## src/rtl/sample_packer_pkg.sv

```systemverilog
package sample_packer_pkg;
  localparam int unsigned WORD_W = 32;
  localparam int unsigned SMP_W  = 20;

  localparam logic [2:0] FMT_8   = 3'd0;
  localparam logic [2:0] FMT_10D = 3'd1;
  localparam logic [2:0] FMT_10W = 3'd2;
  localparam logic [2:0] FMT_16  = 3'd3;
  localparam logic [2:0] FMT_20  = 3'd4;

  // samples per word; 0 marks an unsupported code
  function automatic logic [2:0] spw_of(input logic [2:0] fmt);
    case (fmt)
      FMT_8:           spw_of = 3'd4;
      FMT_10D:         spw_of = 3'd3;
      FMT_10W, FMT_16: spw_of = 3'd2;
      FMT_20:          spw_of = 3'd1;
      default:         spw_of = 3'd0;
    endcase
  endfunction
endpackage

```

## src/rtl/spk_lane_place.sv

```systemverilog
module spk_lane_place
  import sample_packer_pkg::*;
(
  input  logic [2:0]        fmt_i,
  input  logic [1:0]        slot_i,
  input  logic [SMP_W-1:0]  data_i,
  output logic [WORD_W-1:0] placed_o
);
  logic [4:0] slot_w;
  assign slot_w = 5'(slot_i);

  always_comb begin
    case (fmt_i)
      FMT_8:   placed_o = WORD_W'(data_i[7:0])  << (slot_w * 5'd8);
      FMT_10D: placed_o = WORD_W'(data_i[9:0])  << (slot_w * 5'd10);
      FMT_10W: placed_o = WORD_W'(data_i[9:0])  << (slot_w * 5'd16);
      FMT_16:  placed_o = WORD_W'(data_i[15:0]) << (slot_w * 5'd16);
      FMT_20:  placed_o = WORD_W'(data_i[19:0]);
      default: placed_o = '0;
    endcase
  end
endmodule

```

## src/rtl/spk_slot_ctrl.sv

```systemverilog
module spk_slot_ctrl
  import sample_packer_pkg::*;
(
  input  logic       clk_i,
  input  logic       rst_ni,
  input  logic [2:0] fmt_i,
  input  logic       flush_i,
  input  logic       smp_valid_i,
  output logic [1:0] slot_o,
  output logic       accept_o,
  output logic       last_o
);
  logic [2:0] fmt_q;
  logic [1:0] slot_q;
  logic [2:0] spw;
  logic       restart;

  assign spw      = spw_of(fmt_i);
  assign restart  = flush_i | (fmt_i != fmt_q);
  assign accept_o = smp_valid_i & ~restart & (spw != 3'd0);
  assign last_o   = accept_o & (3'(slot_q) == spw - 3'd1);
  assign slot_o   = slot_q;

  always_ff @(posedge clk_i or negedge rst_ni) begin
    if (!rst_ni) begin
      fmt_q  <= FMT_8;
      slot_q <= '0;
    end else begin
      fmt_q <= fmt_i;
      if (restart)       slot_q <= '0;
      else if (last_o)   slot_q <= '0;
      else if (accept_o) slot_q <= slot_q + 2'd1;
    end
  end
endmodule

```

## src/rtl/spk_chunk_calc.sv

```systemverilog
module spk_chunk_calc
  import sample_packer_pkg::*;
#(
  parameter int unsigned THR_W = 12
) (
  input  logic             clk_i,
  input  logic             rst_ni,
  input  logic [2:0]       fmt_i,
  input  logic [THR_W-1:0] thrld_i,
  output logic [THR_W-1:0] words_o,
  output logic             ok_o
);
  localparam logic [THR_W-1:0] DIV3 = THR_W'(3);

  logic [THR_W-1:0] quo;
  logic             rem_nz;

  always_comb begin
    case (spw_of(fmt_i))
      3'd4: begin quo = thrld_i >> 2;    rem_nz = |thrld_i[1:0];          end
      3'd3: begin quo = thrld_i / DIV3;  rem_nz = (thrld_i % DIV3) != '0; end
      3'd2: begin quo = thrld_i >> 1;    rem_nz = thrld_i[0];             end
      3'd1: begin quo = thrld_i;         rem_nz = 1'b0;                   end
      default: begin quo = '0;           rem_nz = 1'b1;                   end
    endcase
  end

  always_ff @(posedge clk_i or negedge rst_ni) begin
    if (!rst_ni) begin
      words_o <= '0;
      ok_o    <= 1'b0;
    end else begin
      words_o <= quo;
      ok_o    <= ~rem_nz & (quo != '0) & ~quo[0];
    end
  end
endmodule

```

## src/rtl/sample_word_packer.sv

```systemverilog
module sample_word_packer
  import sample_packer_pkg::*;
#(
  parameter int unsigned THR_W = 12
) (
  input  logic              clk_i,
  input  logic              rst_ni,
  input  logic [2:0]        fmt_i,
  input  logic              flush_i,
  input  logic              smp_valid_i,
  input  logic [SMP_W-1:0]  smp_data_i,
  input  logic [THR_W-1:0]  thrld_i,
  output logic              word_valid_o,
  output logic [WORD_W-1:0] word_data_o,
  output logic [THR_W-1:0]  chunk_words_o,
  output logic              chunk_ok_o
);
  logic [1:0]        slot;
  logic              accept;
  logic              last;
  logic [WORD_W-1:0] placed;
  logic [WORD_W-1:0] acc_q;
  logic [WORD_W-1:0] merged;

  spk_slot_ctrl i_slot (
    .clk_i      (clk_i),
    .rst_ni     (rst_ni),
    .fmt_i      (fmt_i),
    .flush_i    (flush_i),
    .smp_valid_i(smp_valid_i),
    .slot_o     (slot),
    .accept_o   (accept),
    .last_o     (last)
  );

  spk_lane_place i_place (
    .fmt_i   (fmt_i),
    .slot_i  (slot),
    .data_i  (smp_data_i),
    .placed_o(placed)
  );

  spk_chunk_calc #(.THR_W(THR_W)) i_chunk (
    .clk_i  (clk_i),
    .rst_ni (rst_ni),
    .fmt_i  (fmt_i),
    .thrld_i(thrld_i),
    .words_o(chunk_words_o),
    .ok_o   (chunk_ok_o)
  );

  // slot 0 ignores stale accumulator contents, so no clear is needed on restart
  assign merged = ((slot == 2'd0) ? '0 : acc_q) | placed;

  always_ff @(posedge clk_i or negedge rst_ni) begin
    if (!rst_ni) begin
      acc_q        <= '0;
      word_data_o  <= '0;
      word_valid_o <= 1'b0;
    end else begin
      word_valid_o <= last;
      if (accept) acc_q <= merged;
      if (last)   word_data_o <= merged;
    end
  end
endmodule

```

## config.mk

```make
export PLATFORM = sky130hd
export DESIGN_NAME = sample_word_packer
export DESIGN_NICKNAME = d
export VERILOG_FILES = /design/src/rtl/sample_packer_pkg.sv /design/src/rtl/spk_lane_place.sv /design/src/rtl/spk_slot_ctrl.sv /design/src/rtl/spk_chunk_calc.sv /design/src/rtl/sample_word_packer.sv
export SDC_FILE = /design/constraint.sdc
export NUM_CORES = 1
export LEC_CHECK = 0
export BUFFER_PORTS_ARGS = -buffer_cell sky130_fd_sc_hd__buf_2
export CORE_MARGIN = 10
export CORE_UTILIZATION = 55
export DETAILED_ROUTE_END_ITERATION = 10
export PLACE_DENSITY = 0.79
export SLEW_MARGIN = 20
export SYNTH_ARGS = -nofsm -noshare
export SYNTH_HDL_FRONTEND = slang
export SYNTH_SLANG_ARGS = --single-unit
```

## constraint.sdc

```tcl
create_clock -name clk_i -period 3.43 [get_ports clk_i]
set_clock_uncertainty 0.05 [all_clocks]
set_input_delay 0.343 -clock clk_i [delete_from_list [all_inputs] [get_ports clk_i]]
set_output_delay 0.343 -clock clk_i [all_outputs]
set_load 0.02 [all_outputs]
```

==> flow_metrics.env <==
export IMPL_yosys_cell_types_count=75
export IMPL_die_h_um=117
export IMPL_hold_viol=74
export IMPL_finalNetCount=748
export IMPL_cts_clk_slew_worst_paths_ns=0.10
export IMPL_dp_hpwl_um=11200
export IMPL_max_cap_viol_count=0
export IMPL_place_gp_congestion=0.911
export IMPL_cts_tree="built"
export IMPL_rows=35
export IMPL_power_density_nw_per_um2=395
export IMPL_final_max_slew_viol_count=0
export IMPL_finalCritPeriodShare_pct=96.6
export IMPL_die_x_um=117
export IMPL_min_period_ns=3.31
export IMPL_wl_um=15900
export IMPL_gr_total_overflow=0
export IMPL_place_ws_ns=-0.322
export IMPL_finish_utilization_pct=70.9
export IMPL_vias=5288
export IMPL_cts_buffers=9
export IMPL_port_buffer_count=84
export IMPL_grt_pass1_wl_um=24600
export IMPL_wire_per_inst_um=19.4
export IMPL_worst_hold_slack_ns=-0.0316
export IMPL_grt_usage_pct=22.1
export IMPL_max_vdd_ir_drop_v=0.000199
export IMPL_slew_headroom_pct=37.7
export IMPL_yosys_top_cells_area="dfrtp_1, a21oi_1, o21ai_0"
export IMPL_ant_nets=0
export IMPL_timing_worst_slew_pin_value_ns=0.932
export IMPL_synth_commonest_cells="dfrtp_1, nor2_1, a21oi_1, nand2_1, o21ai_0"
export IMPL_required_ns=3.64
export IMPL_worstSkewPairLatency_ns=0.37
export IMPL_ios=85
export IMPL_n_antenna_cell=0
export IMPL_fillers=742
export IMPL_first_iter_violations=613
export IMPL_clockRootBuffer="clkbuf_8"
export IMPL_synth_area_leader_cell="dfrtp_1"
export IMPL_yosys_warnings=0
export IMPL_drc_errors=0
export IMPL_grt_start_max_net_pins=84
export IMPL_p_leak_nw=3.00
export IMPL_cp_max_fo=7
export IMPL_initial_core_util_pct=56.2
export IMPL_synth_edf_count=0
export IMPL_synthFlopType="dfrtp_1"
export IMPL_grt_pass1_vias=4978
export IMPL_dr_pass1_iters=5
export IMPL_synth_seq_cells=83
export IMPL_syn_nets=639
export IMPL_setup_viol_count_final=0
export IMPL_core_area_um2=9200
export IMPL_holdBufCountCts=0
export IMPL_antenna_found_initial=0
export IMPL_fin_area_um2=6520
export IMPL_synth_area_um2=5170
export IMPL_yosysSeqAreaShare_pct=40.2
export IMPL_start_kind="input pin"
export IMPL_async_reset_ff_share_pct=100
export IMPL_worstPathArrival_ns=3.52
export IMPL_die_area_um2=13700
export IMPL_postSynthCellCount=593
export IMPL_place_inst=792
export IMPL_max_freq_ghz=0.302
export IMPL_postPlaceCellArea_um2=6030
export IMPL_setup_ws_ns=0.117
export IMPL_clock_sinks=83
export IMPL_stdcell_count=818
export IMPL_htree_levels=3
export IMPL_violations="negative hold slack"
export IMPL_post_synth_cell_area_avg_um2=8.72
export IMPL_synth_top_cell_area_share_pct=40.2
export IMPL_drt_vias_per_instance=6.46
export IMPL_outcome="finished with violations"
export IMPL_clockBufferDepth=2
export IMPL_critical_path_class="input pin to register"
export IMPL_hold_class="input pin to asynchronous set/reset pin"
export IMPL_setup_tns_ns=0
export IMPL_area_delta_synth_final_pct=26.1
export IMPL_drive_above_1_share_pct=30.6
export IMPL_power_total_mw=2.58
export IMPL_yosysMostFrequentCell="dfrtp_1"
export IMPL_end_kind="register"
==> where the power goes <==
group / internal, mW / total, mW / switching (mW)
registers: 1.07 / 1.12 / 0.0475
clock network: 0.275 / 0.686 / 0.411
logic: 0.334 / 0.775 / 0.441
==> cells by family after synthesis <==
group | share of synthesized area (%)
flip-flops | 40.2
AO/OA/AOI/OAI | 29.9
multiplexers | 1.21
XOR/XNOR | 1.86
buffers and inverters | 5.20
AND/OR/NAND/NOR | 19.7
adder cells (fa/ha/maj) | 1.89
==> critical path, cell delays in order <==
cell and delay, ns:
buf_12 0.11, or3b_4 0.42, a311oi_4 0.26, o2bb2ai_4 0.19, o21a_4 0.19, a21oi_4 0.04, o211a_4 0.25, nand3_2 0.08
o21ai_2 0.08, ha_4 0.21, buf_6 0.13, buf_4 0.14, nor3_2 0.09, a21oi_1 0.06, ha_2 0.20, buf_4 0.13
nor4_2 0.16, a41oi_2 0.15, a2111oi_2 0.29
==> worst paths after layout <==
kind,cells past startpoint,to,slack [ns],startpoint
max reg2reg,6,acc_q[7],0.95,i_slot.fmt_q[2]
min,1,word_data_o[7],-0.03,rst_ni
min in group clk_i,1,i_slot.fmt_q[0],0.15,fmt_i[0]
min reg2reg,1,acc_q[17],0.44,acc_q[17]
max,19,i_chunk.ok_o,0.12,thrld_i[7]
max in group asynchronous,1,i_chunk.words_o[11],2.87,rst_ni
==> registers in the layout (all words and copies together) (netlist names) <==
| register | cells |
|---|---|
| acc_q | 32 |
| word_data_o | 32 |
| i_chunk.words_o | 12 |
| i_slot.fmt_q | 3 |
| i_slot.slot_o | 2 |
| i_chunk.ok_o | 1 |
| word_valid_o | 1 |
==> area by class of cell <==
cell class / instances / area, um^2 / area share, %
inverter: 9 / 33.8 / 0.518
clock buffer: 9 / 124 / 1.90
timing repair buffer: 153 / 1040 / 16.0
tap: 111 / 139 / 2.13
clock inverter: 7 / 57.6 / 0.883
sequential: 83 / 2080 / 31.8
multi-input combinational: 446 / 3050 / 46.7
==> cell usage in the layout (no fill, tap or decap), types with 6 or more instances in the layout <==
cell type  count
a21oi_1       53
a222oi_1      17
a22o_1        22
a22oi_1       16
and2_1         8
and3_1         6
buf_2         78
buf_4         64
buf_6          6
clkbuf_8       9
dfrtp_1       83
inv_1          6
nand2_1       53
nand2b_1       6
nand3_1        7
nand4_1        8
nor2_1        57
nor2b_1        8
nor3_1         6
nor3b_1        7
o21ai_0       43
xor2_1         6
==> repair_timing <==
item	4_1_cts	5_1_grt
buffers inserted	0	9
endpoints found under the hold margin	0	0
gates resized for setup	0	45
setup endpoints to repair	0	2
==> per-layer routing <==
metal,vias to the layer above,routed length [um],GRT usage [%]
li1,2449,-,-
met1,2550,6560,29.9
met2,254,7510,34.8
met3,35,1470,4.54
met4,0,310,6.59
met5,-,0,0
Note: power is estimated with default switching activity, not from simulation.
